--- config.mk ---
export PLATFORM = sky130hd
export DESIGN_NAME = rtc_calendar
export DESIGN_NICKNAME = d
export VERILOG_FILES = /design/src/rtl/rtc_cal_pkg.sv /design/src/rtl/rtc_tick_div.sv /design/src/rtl/rtc_cal_count.sv /design/src/rtl/rtc_alarm_match.sv /design/src/rtl/rtc_calendar.sv
export SDC_FILE = /design/constraint.sdc
export NUM_CORES = 1
export LEC_CHECK = 0
export CAP_MARGIN = 15
export CORE_ASPECT_RATIO = 0.75
export CORE_MARGIN = 3
export CORE_UTILIZATION = 30
export CTS_BUF_LIST = sky130_fd_sc_hd__clkbuf_16
export DETAILED_ROUTE_END_ITERATION = 8
export GPL_ROUTABILITY_DRIVEN = 1
export HOLD_SLACK_MARGIN = 0.08
export SYNTH_ARGS = -nofsm -noshare
export SYNTH_HDL_FRONTEND = slang
export SYNTH_SLANG_ARGS = --single-unit
export TNS_END_PERCENT = 50
--- constraint.sdc ---
create_clock -name clk_i -period 9.9 [get_ports clk_i]
set_clock_uncertainty 0.2 [all_clocks]
set_input_delay 0.99 -clock clk_i [delete_from_list [all_inputs] [get_ports clk_i]]
set_output_delay 0.99 -clock clk_i [all_outputs]
set_load 0.01 [all_outputs]
--- src/rtl/rtc_cal_pkg.sv ---
package rtc_cal_pkg;
  localparam int N_TF   = 7;   // time fields incl. weekday
  localparam int N_AF   = 6;   // alarm fields
  localparam int FSEL_W = 3;

  localparam int F_SEC  = 0;
  localparam int F_MIN  = 1;
  localparam int F_HOUR = 2;
  localparam int F_DAY  = 3;
  localparam int F_MON  = 4;
  localparam int F_YEAR = 5;
  localparam int F_WDAY = 6;

  localparam logic [N_TF-1:0][7:0] FIELD_MASK =
    {8'h07, 8'hFF, 8'h1F, 8'h3F, 8'h3F, 8'h7F, 8'h7F};
  localparam logic [N_TF-1:0][7:0] TIME_RST =
    {8'h00, 8'h00, 8'h01, 8'h01, 8'h00, 8'h00, 8'h00};

  // word indices (byte address >> 2)
  localparam int REG_ALM0 = 8;
  localparam int REG_CTRL = 16;
  localparam int REG_STAT = 17;
  localparam int REG_IEN  = 18;

  localparam int ST_BUSY  = 0;
  localparam int ST_RUN   = 1;
  localparam int ST_ALARM = 6;
  localparam int IE_TIMER = 2;
  localparam int IE_ALARM = 3;

  function automatic logic [7:0] bcd_inc(input logic [7:0] v);
    if (v[3:0] == 4'd9) return {v[7:4] + 4'd1, 4'd0};
    return {v[7:4], v[3:0] + 4'd1};
  endfunction

  // divisible by 4 from BCD digits: tens parity picks the ones set
  function automatic logic leap_year(input logic [7:0] yr);
    if (yr[4]) return (yr[3:0] == 4'd2) || (yr[3:0] == 4'd6);
    return (yr[3:0] == 4'd0) || (yr[3:0] == 4'd4) || (yr[3:0] == 4'd8);
  endfunction

  function automatic logic [7:0] last_day(input logic [7:0] mon, input logic [7:0] yr);
    case (mon)
      8'h02:                      return leap_year(yr) ? 8'h29 : 8'h28;
      8'h04, 8'h06, 8'h09, 8'h11: return 8'h30;
      default:                    return 8'h31;
    endcase
  endfunction
endpackage

--- src/rtl/rtc_tick_div.sv ---
module rtc_tick_div #(
  parameter int TICKS_PER_SEC = 32768
) (
  input  logic clk_i,
  input  logic rst_ni,
  input  logic run_i,
  input  logic restart_i,
  input  logic tick_i,
  output logic sec_stb_o,
  output logic busy_o
);
  localparam int CW = (TICKS_PER_SEC > 2) ? $clog2(TICKS_PER_SEC) : 1;
  localparam logic [CW-1:0] CNT_LAST = CW'(TICKS_PER_SEC - 1);

  logic [CW-1:0] cnt_q;
  logic          last;

  assign last = (cnt_q == CNT_LAST);

  always_ff @(posedge clk_i or negedge rst_ni) begin
    if (!rst_ni)                cnt_q <= '0;
    else if (restart_i)         cnt_q <= '0;
    else if (run_i && tick_i)   cnt_q <= last ? '0 : cnt_q + CW'(1);
  end

  assign sec_stb_o = run_i && tick_i && last && !restart_i;
  assign busy_o    = run_i && last;

  AST_STB_AFTER_BUSY: assert property (@(posedge clk_i) disable iff (!rst_ni)
    sec_stb_o |=> (cnt_q == '0));
endmodule

--- src/rtl/rtc_cal_count.sv ---
module rtc_cal_count
  import rtc_cal_pkg::*;
(
  input  logic                   clk_i,
  input  logic                   rst_ni,
  input  logic                   adv_i,
  input  logic                   wr_en_i,
  input  logic [FSEL_W-1:0]      wr_sel_i,
  input  logic [7:0]             wr_data_i,
  output logic [N_TF-1:0][7:0]   cal_o,
  output logic [N_TF-1:0][7:0]   nxt_o,
  output logic [2:0]             roll_o
);
  logic [7:0] cal_q [N_TF];
  logic [7:0] nxt   [N_TF];
  logic c_sec, c_min, c_hr, c_day, c_mon;

  always_comb begin
    c_sec = (cal_q[F_SEC] == 8'h59);
    c_min = c_sec && (cal_q[F_MIN] == 8'h59);
    c_hr  = c_min && (cal_q[F_HOUR] == 8'h23);
    c_day = c_hr  && (cal_q[F_DAY] == last_day(cal_q[F_MON], cal_q[F_YEAR]));
    c_mon = c_day && (cal_q[F_MON] == 8'h12);

    nxt[F_SEC]  = c_sec ? 8'h00 : bcd_inc(cal_q[F_SEC]);
    nxt[F_MIN]  = c_min ? 8'h00 : (c_sec ? bcd_inc(cal_q[F_MIN])  : cal_q[F_MIN]);
    nxt[F_HOUR] = c_hr  ? 8'h00 : (c_min ? bcd_inc(cal_q[F_HOUR]) : cal_q[F_HOUR]);
    nxt[F_DAY]  = c_day ? 8'h01 : (c_hr  ? bcd_inc(cal_q[F_DAY])  : cal_q[F_DAY]);
    nxt[F_MON]  = c_mon ? 8'h01 : (c_day ? bcd_inc(cal_q[F_MON])  : cal_q[F_MON]);
    nxt[F_YEAR] = !c_mon ? cal_q[F_YEAR]
                : ((cal_q[F_YEAR] == 8'h99) ? 8'h00 : bcd_inc(cal_q[F_YEAR]));
    nxt[F_WDAY] = !c_hr ? cal_q[F_WDAY]
                : ((cal_q[F_WDAY] >= 8'h06) ? 8'h00 : cal_q[F_WDAY] + 8'h01);
  end

  for (genvar f = 0; f < N_TF; f++) begin : g_fld
    always_ff @(posedge clk_i or negedge rst_ni) begin
      if (!rst_ni)                                        cal_q[f] <= TIME_RST[f];
      else if (wr_en_i && (wr_sel_i == FSEL_W'(f)))       cal_q[f] <= wr_data_i & FIELD_MASK[f];
      else if (adv_i)                                     cal_q[f] <= nxt[f];
    end
    assign cal_o[f] = cal_q[f];
    assign nxt_o[f] = nxt[f];
  end

  assign roll_o = {c_hr, c_min, c_sec};

  AST_SEC_WRAP: assert property (@(posedge clk_i) disable iff (!rst_ni)
    (adv_i && !wr_en_i && cal_q[F_SEC] == 8'h59) |=> (cal_q[F_SEC] == 8'h00));
  AST_MIN_HOLD: assert property (@(posedge clk_i) disable iff (!rst_ni)
    (adv_i && !wr_en_i && cal_q[F_SEC] != 8'h59) |=> $stable(cal_q[F_MIN]));
  AST_DAY_NONZERO: assert property (@(posedge clk_i) disable iff (!rst_ni)
    (adv_i && !wr_en_i && cal_q[F_DAY] != 8'h00) |=> (cal_q[F_DAY] != 8'h00));
endmodule

--- src/rtl/rtc_alarm_match.sv ---
module rtc_alarm_match
  import rtc_cal_pkg::*;
(
  input  logic                 clk_i,
  input  logic                 rst_ni,
  input  logic                 wr_en_i,
  input  logic [FSEL_W-1:0]    wr_sel_i,
  input  logic [7:0]           wr_data_i,
  input  logic [N_AF-1:0][7:0] cand_i,
  output logic [N_AF-1:0][7:0] alm_o,
  output logic                 match_o
);
  logic [7:0]      alm_q [N_AF];
  logic [N_AF-1:0] eq;

  for (genvar f = 0; f < N_AF; f++) begin : g_alm
    always_ff @(posedge clk_i or negedge rst_ni) begin
      if (!rst_ni)                                  alm_q[f] <= 8'h00;
      else if (wr_en_i && (wr_sel_i == FSEL_W'(f))) alm_q[f] <= wr_data_i & FIELD_MASK[f];
    end
    assign eq[f]    = (alm_q[f] == cand_i[f]);
    assign alm_o[f] = alm_q[f];
  end

  // every field must agree, no wildcard
  assign match_o = &eq;
endmodule

--- src/rtl/rtc_calendar.sv ---
module rtc_calendar
  import rtc_cal_pkg::*;
#(
  parameter int TICKS_PER_SEC = 32768,
  parameter int ADDR_W        = 8
) (
  input  logic              clk_i,
  input  logic              rst_ni,
  input  logic              tick_i,
  input  logic              bus_we_i,
  input  logic [ADDR_W-1:0] bus_addr_i,
  input  logic [7:0]        bus_wdata_i,
  output logic [7:0]        bus_rdata_o,
  output logic              irq_timer_o,
  output logic              irq_alarm_o
);
  localparam int IDX_W = ADDR_W - 2;

  logic [IDX_W-1:0] idx, alm_off;
  logic             aligned, is_time, is_alarm, is_ctrl, is_stat, is_ien;
  logic             time_wr, alarm_wr, stat_wr;
  logic             run_q, alm_flag_q, irq_timer_q;
  logic [1:0]       ien_q;     // {alarm, timer}
  logic [3:0]       evt_q;     // {day, hour, minute, second}
  logic             sec_stb, busy, match;
  logic [2:0]       roll;
  logic [N_TF-1:0][7:0] cal_pk, nxt_pk;
  logic [N_AF-1:0][7:0] alm_pk;
  logic [7:0]       status;

  assign idx      = bus_addr_i[ADDR_W-1:2];
  assign aligned  = (bus_addr_i[1:0] == 2'b00);
  assign alm_off  = idx - IDX_W'(REG_ALM0);
  assign is_time  = aligned && (idx < IDX_W'(N_TF));
  assign is_alarm = aligned && (idx >= IDX_W'(REG_ALM0)) && (idx < IDX_W'(REG_ALM0 + N_AF));
  assign is_ctrl  = aligned && (idx == IDX_W'(REG_CTRL));
  assign is_stat  = aligned && (idx == IDX_W'(REG_STAT));
  assign is_ien   = aligned && (idx == IDX_W'(REG_IEN));

  assign time_wr  = bus_we_i && is_time;
  assign alarm_wr = bus_we_i && is_alarm;
  assign stat_wr  = bus_we_i && is_stat;

  rtc_tick_div #(.TICKS_PER_SEC(TICKS_PER_SEC)) u_div (
    .clk_i     (clk_i),
    .rst_ni    (rst_ni),
    .run_i     (run_q),
    .restart_i (time_wr),
    .tick_i    (tick_i),
    .sec_stb_o (sec_stb),
    .busy_o    (busy)
  );

  rtc_cal_count u_cnt (
    .clk_i     (clk_i),
    .rst_ni    (rst_ni),
    .adv_i     (sec_stb),
    .wr_en_i   (time_wr),
    .wr_sel_i  (idx[FSEL_W-1:0]),
    .wr_data_i (bus_wdata_i),
    .cal_o     (cal_pk),
    .nxt_o     (nxt_pk),
    .roll_o    (roll)
  );

  rtc_alarm_match u_alm (
    .clk_i     (clk_i),
    .rst_ni    (rst_ni),
    .wr_en_i   (alarm_wr),
    .wr_sel_i  (alm_off[FSEL_W-1:0]),
    .wr_data_i (bus_wdata_i),
    .cand_i    (nxt_pk[N_AF-1:0]),
    .alm_o     (alm_pk),
    .match_o   (match)
  );

  always_ff @(posedge clk_i or negedge rst_ni) begin
    if (!rst_ni) begin
      run_q       <= 1'b0;
      ien_q       <= 2'b00;
      evt_q       <= 4'h0;
      alm_flag_q  <= 1'b0;
      irq_timer_q <= 1'b0;
    end else begin
      if (bus_we_i && is_ctrl) run_q <= bus_wdata_i[0];
      if (bus_we_i && is_ien)  ien_q <= {bus_wdata_i[IE_ALARM], bus_wdata_i[IE_TIMER]};
      if (sec_stb)             evt_q <= {roll, 1'b1};
      // set wins over a same-cycle clear
      if (sec_stb && match)                     alm_flag_q <= 1'b1;
      else if (stat_wr && bus_wdata_i[ST_ALARM]) alm_flag_q <= 1'b0;
      irq_timer_q <= sec_stb && ien_q[0];
    end
  end

  assign status      = {1'b0, alm_flag_q, evt_q, run_q, busy};
  assign irq_timer_o = irq_timer_q;
  assign irq_alarm_o = alm_flag_q && ien_q[1];

  always_comb begin
    bus_rdata_o = 8'h00;
    if (is_time) begin
      for (int f = 0; f < N_TF; f++)
        if (idx[FSEL_W-1:0] == FSEL_W'(f)) bus_rdata_o = cal_pk[f];
    end else if (is_alarm) begin
      for (int f = 0; f < N_AF; f++)
        if (alm_off[FSEL_W-1:0] == FSEL_W'(f)) bus_rdata_o = alm_pk[f];
    end else if (is_ctrl) bus_rdata_o = {7'd0, run_q};
    else if (is_stat)     bus_rdata_o = status;
    else if (is_ien)      bus_rdata_o = {4'd0, ien_q[1], ien_q[0], 2'd0};
  end

  AST_BUSY_LEADS_UPDATE: assert property (@(posedge clk_i) disable iff (!rst_ni)
    ((cal_pk[F_SEC] != $past(cal_pk[F_SEC])) && !$past(time_wr)) |-> $past(busy));
  AST_FROZEN_WHEN_STOPPED: assert property (@(posedge clk_i) disable iff (!rst_ni)
    ($past(!run_q) && !$past(time_wr)) |-> (cal_pk[F_SEC] == $past(cal_pk[F_SEC])));
  AST_ALARM_STICKY: assert property (@(posedge clk_i) disable iff (!rst_ni)
    (alm_flag_q && !(stat_wr && bus_wdata_i[ST_ALARM])) |=> alm_flag_q);
  AST_TIMER_GATED: assert property (@(posedge clk_i) disable iff (!rst_ni)
    irq_timer_o |-> $past(ien_q[0]));
  AST_TIMER_ONE_CYCLE: assert property (@(posedge clk_i) disable iff (!rst_ni)
    irq_timer_o |=> !irq_timer_o);
endmodule

Word level (Yosys, flattened, before mapping). Index checks and enable logic that the tools add are counted.

Logic and storage cells: 212. Output and inout bits: 10. Bits in registers: 119.

Multiplexer cells: 75. Reductions and logical operators: 57. Equal/unequal tests: 42. Add/subtract/negate cells: 15. $lt $le $gt $ge: 4.

Operators with widths (number): 8-bit two-way mux (53); 4-bit by 1-bit adder with 4-bit output (second input constant) (12); 15-bit two-way mux (3); 1-bit logical AND (36); 4-bit equality test (second input constant) (7); 7-bit two-way mux (3); 2-bit nonzero test (10); 6-bit by 5-bit equality test with 1-bit output (second input constant) (3); 6-bit by 8-bit equality test with 1-bit output (2); 7-bit by 8-bit equality test with 1-bit output (2); 8-bit by 3-bit equality test with 1-bit output (second input constant) (2); 8-bit by 5-bit equality test with 1-bit output (second input constant) (2); 8-bit by 7-bit equality test with 1-bit output (second input constant) (2); 8-bit equality test (2); 8-bit one-hot mux with 2 select lines (1); 15-bit by 1-bit adder with 15-bit output (second input constant) (1); 15-bit equality test (second input constant) (1); 3-bit equality test (second input constant) (5); 1-bit two-way mux (14); 3-bit by 2-bit equality test with 1-bit output (second input constant) (4); 8-bit by 1-bit adder with 8-bit output (second input constant) (1); 4-bit by 3-bit equality test with 1-bit output (second input constant) (2); 5-bit by 8-bit equality test with 1-bit output (1); 8-bit by 2-bit equality test with 1-bit output (second input constant) (1); other kinds (19) (23).

Depth between registers and ports, before layout.
Depth after elaboration: 15. Mapped depth: 14.

Modules after synthesis. Synthesis repeated with hierarchy kept, for this count alone.

Cells, all modules: 1029. Area, all modules: 9091.2 sq um.

Modules (own cells, without submodules): rtc_cal_count (instances 1, cells each 593, area each 4669.5 sq um, seq. area each 1403.8 sq um); rtc_alarm_match (instances 1, cells each 155, area each 2034.5 sq um, seq. area each 975.9 sq um); rtc_calendar (instances 1, cells each 189, area each 1557.7 sq um, seq. area each 225.2 sq um); rtc_tick_div (instances 1, cells each 92, area each 829.5 sq um, seq. area each 375.4 sq um).

Worst setup path before layout. Ideal clock, no wire load.

Path kind: input -> output. Start: input port bus_addr_i[2]. End: output port bus_rdata_o[4]. Stages: 8. Data required time: 8.710 ns. Data arrival time: 3.124 ns. Buffers on the path: 4. Setup slack: 5.586 ns. Path through: clkbuf_1 -> clkbuf_1 -> clkbuf_1 -> buf_1 -> mux2i_1 -> o22ai_1 -> a22oi_1 -> o21ai_0.

Cells in the longest elaborated chain, start to end: 10.

RTL lines: from (decl) (RTL line rtc_calendar.sv:11) `input logic [ADDR_W-1:0] bus_addr_i,`; 3-bit by 1-bit subtractor with 3-bit output (RTL line rtc_calendar.sv:33) `assign alm_off = idx - IDX_W'(REG_ALM0);`; 3-bit logical NOT (RTL line rtc_calendar.sv:106) `if (alm_off[FSEL_W-1:0] == FSEL_W'(f)) bus_rdata_o = alm_pk[f];`; 7-bit two-way mux (RTL line rtc_calendar.sv:106); 8-bit two-way mux (5 in a row) (RTL line rtc_calendar.sv:106); 8-bit two-way mux (RTL line rtc_calendar.sv:104) `end else if (is_alarm) begin`; 8-bit two-way mux (*) (RTL line rtc_calendar.sv:101) `if (is_time) begin`; to (decl) (RTL line rtc_calendar.sv:13) `output logic [7:0] bus_rdata_o,`.

Every way passes the cells marked *; elsewhere a longest branch is shown, timed or not.

Worst setup path after layout.
Start: input port bus_addr_i[3]. End: output port bus_rdata_o[7].

Cells in the longest elaborated chain, start to end: 9.

RTL lines (RTL line): branches (longest 8 deep; another with 3-bit by 1-bit subtractor with 3-bit output); 8-bit two-way mux (*) (rtc_calendar.sv:101).

Mark *: on every way between the ends.

==> results_dict.tcl <==
set metrics [dict create \
    synthTopCellsByArea "dfrtp_1, mux2_2, nand2_1, o21ai_0, mux2i_1" \
    hold_class "register to register" \
    period_needed_ns 5.09 \
    grt_overflow 0 \
    cts_buffers 17 \
    leakage_nw 4.02 \
    yosysWarnings 0 \
    reg2reg_depth 10 \
    initial_core_util_pct 31.1 \
    post_cts_resized 0 \
    gp_congestion 1.05 \
    antenna_cells 0 \
    reg2reg_slack_ns 5.20 \
    synth_enable_flop_cells 0 \
    core.rowCount 53 \
    syn_inst 1043 \
    cp.arrival_ns 3.90 \
    hold_depth 1 \
    max_freq_mhz 196 \
    areaGrowthSynthToFinish_pct 13.3 \
    routed_via_density 6.04 \
    fin_crit_sh_pct 51.4 \
    power_density_nw_per_um2 130 \
    rsz0062_at_grt "false" \
    reg2reg_from "u_cnt.cal_o[4]" \
    slew_headroom_pct 20.3 \
    required_ns 8.71 \
    finalMaxSlewViolations 0 \
    grt_pass1_vias 7948 \
    end_kind "output pin" \
    die_w_um 205 \
    wire_per_inst_um 23.2 \
    drive_above_1_share_pct 11.3 \
    dpl.hpwl_um 24100 \
    reg2reg_to "alm_flag_q" \
    status "finished, final reports clean" \
    min_from "evt_q[0]" \
    io_buffer_count 29 \
    syn_nets 1078 \
    grt_max_degree 76 \
    syn_avg_cell_area_um2 8.52 \
    synth_area_um2 8880 \
    synth_seq_area_share_pct 33.5 \
    drt-pass1-iter-count 5 \
    finalSetupViolations 0 \
    clkLatencyLatePin_ns 0.44 \
    synth.top_cell.area_share_pct 33.0 \
    tns_ns 0 \
    min_to "evt_q[0]" \
    htree_levels 4 \
    globalRouteTotalUtil_pct 21.1 \
    antenna_found_initial 1 \
    cp_max_fo 33 \
    floorplan.core_area_um2 28600 \
    total_power_mw 1.31 \
    clock_path_buffers 2 \
    root_buffer "clkbuf_16" \
    synth_ff_type "dfrtp_1" \
    die_h_um 155 \
    die_area_um2 31700 \
    ctsHoldBuffers 0 \
    wirelength_um 33300 \
    remaining_drc_errors 0 \
    worst_pin_slew_ns 1.19 \
    postRouteAntennaNets 0 \
    nets 1073 \
    fillers 2908 \
    synth-seq-cells 119 \
    ys_types 74 \
    clock-sinks 119 \
    ir_drop_mv 0.118 \
    vias 8671 \
    maxCapViolCount 0 \
    synth_top_area_cell "dfrtp_1" \
    synthArstFlopShare_pct 100 \
    clkTransAtPathRegs_ns 0.06 \
    initialDrtViolationCount 1240 \
    cts_tree "yes" \
    grt_pass1_wl_um 51000 \
    post-cts-setup-buffer-count 0 \
    startpoint_type "input port" \
    worstSetupPathType "input port to output pin" \
    hold_violations 0 \
    io_pins 30 \
]
-- metrics by stage --
step                std cells  setup WS (ns)  util (%)  area [um^2]  hold WS (ns)
global placement         1402           4.86      33.2         9490         0.261
CTS                      1435           4.82      35.2        10100         0.279
detailed placement       1403           4.82      33.2         9490         0.264
floorplan                1043           5.59         -         8880         0.236
global route             1436           4.61      35.2        10100         0.312
finish                   1436           4.81      35.2        10100         0.275
-- registers in the layout, indices dropped and copies added, names as in the netlist --
| name | count |
|---|---|
| evt_q | 4 |
| run_q | 1 |
| u_cnt.cal_o | 56 |
| irq_timer_o | 1 |
| alm_flag_q | 1 |
| u_div.cnt_q | 15 |
| ien_q | 2 |
| u_alm.alm_o | 39 |
-- layout by cell type, fill, tap and decap left out, types with 17 or more instances in the layout --
cell,count
mux2i_1,34
nor3_1,28
mux2_2,44
nand2_1,121
nand3_1,36
xnor2_1,32
dfrtp_1,117
a22oi_1,19
clkbuf_16,17
o21ai_0,78
nor2_1,86
nand4_1,21
inv_1,30
nor2b_1,17
clkdlybuf4s50_1,27
a21oi_1,53
nor4_1,23
-- worst max-delay path, stage by stage --
cell and delay, ns:
clkdlybuf4s50_1 0.46, buf_4 0.35, nor2b_1 0.77, nand2_1 0.16, o21ai_0 0.12, mux2i_1 0.09, o21ai_0 0.34, clkdlybuf4s50_1 0.63
-- worst max path at each step --
stage                             start        endpoint  slack [ns]  cells after the start
after floorplan           bus_addr_i[2]  bus_rdata_o[4]        5.59                      8
after global placement    bus_addr_i[3]  bus_rdata_o[6]        4.86                      8
after detailed placement  bus_addr_i[3]  bus_rdata_o[4]        4.82                      8
after CTS                 bus_addr_i[3]  bus_rdata_o[4]        4.82                      8
after global routing      bus_addr_i[3]  bus_rdata_o[4]        4.61                      8
final                     bus_addr_i[3]  bus_rdata_o[7]        4.81                      8
-- per-layer routing --
layer  up-vias  track usage, %  wire length (um)
met2       520            27.6             13100
met3        68            6.61              4100
li1       3849               -                 -
met4         2            6.61               860
met1      4232            32.4             15200
met5         -               0                13
-- synth_stat cells, types with 7 or more instances --
cell type,instances
a22oi_1,19
a21oi_1,53
and3_1,13
nor4_1,23
mux2i_1,34
nand4_1,21
a31oi_1,11
nor2_1,86
o31ai_1,7
clkbuf_1,57
nor2b_1,17
nor3_1,29
o21ai_0,78
o22ai_1,11
mux4_2,13
nand2_1,121
ha_1,15
xor2_1,15
dfrtp_1,117
inv_1,30
mux2_2,44
a32oi_1,7
nand2b_1,14
nand3_1,36
xnor2_1,32
and2_1,12
or3_1,10
o311ai_0,8
-- report_power, final --
group          total (mW)  switching (mW)  internal [mW]  leakage, nW
Sequential          0.542          0.0385          0.504         1.63
Combinational       0.146          0.0871         0.0593         2.12
Clock               0.617           0.266          0.351        0.270
Total                1.31           0.392          0.914         4.02
-- layout make-up --
type | instances | area (um^2) | area share (%)
timing repair buffer | 45 | 398 | 3.95
clock inverter | 15 | 144 | 1.43
multi-input combinational | 825 | 5520 | 54.9
tap | 385 | 482 | 4.79
clock buffer | 17 | 425 | 4.23
sequential | 119 | 2980 | 29.6
inverter | 30 | 113 | 1.12
-- cell families (layout without fill, tap and decap cells) --
kind of cell,count (synthesis),after routing,share of synthesized area [%]
and+or+nand+nor,423,423,24.6
AOI/OAI and AO/OA,249,249,18.0
DFF,119,119,33.5
buffers and inverters,99,107,4.34
muxes,91,91,12.7
xor gates and xnor gates,47,47,4.63
adders and majority gates,15,15,2.11
Power figures use the tool's default switching activity.
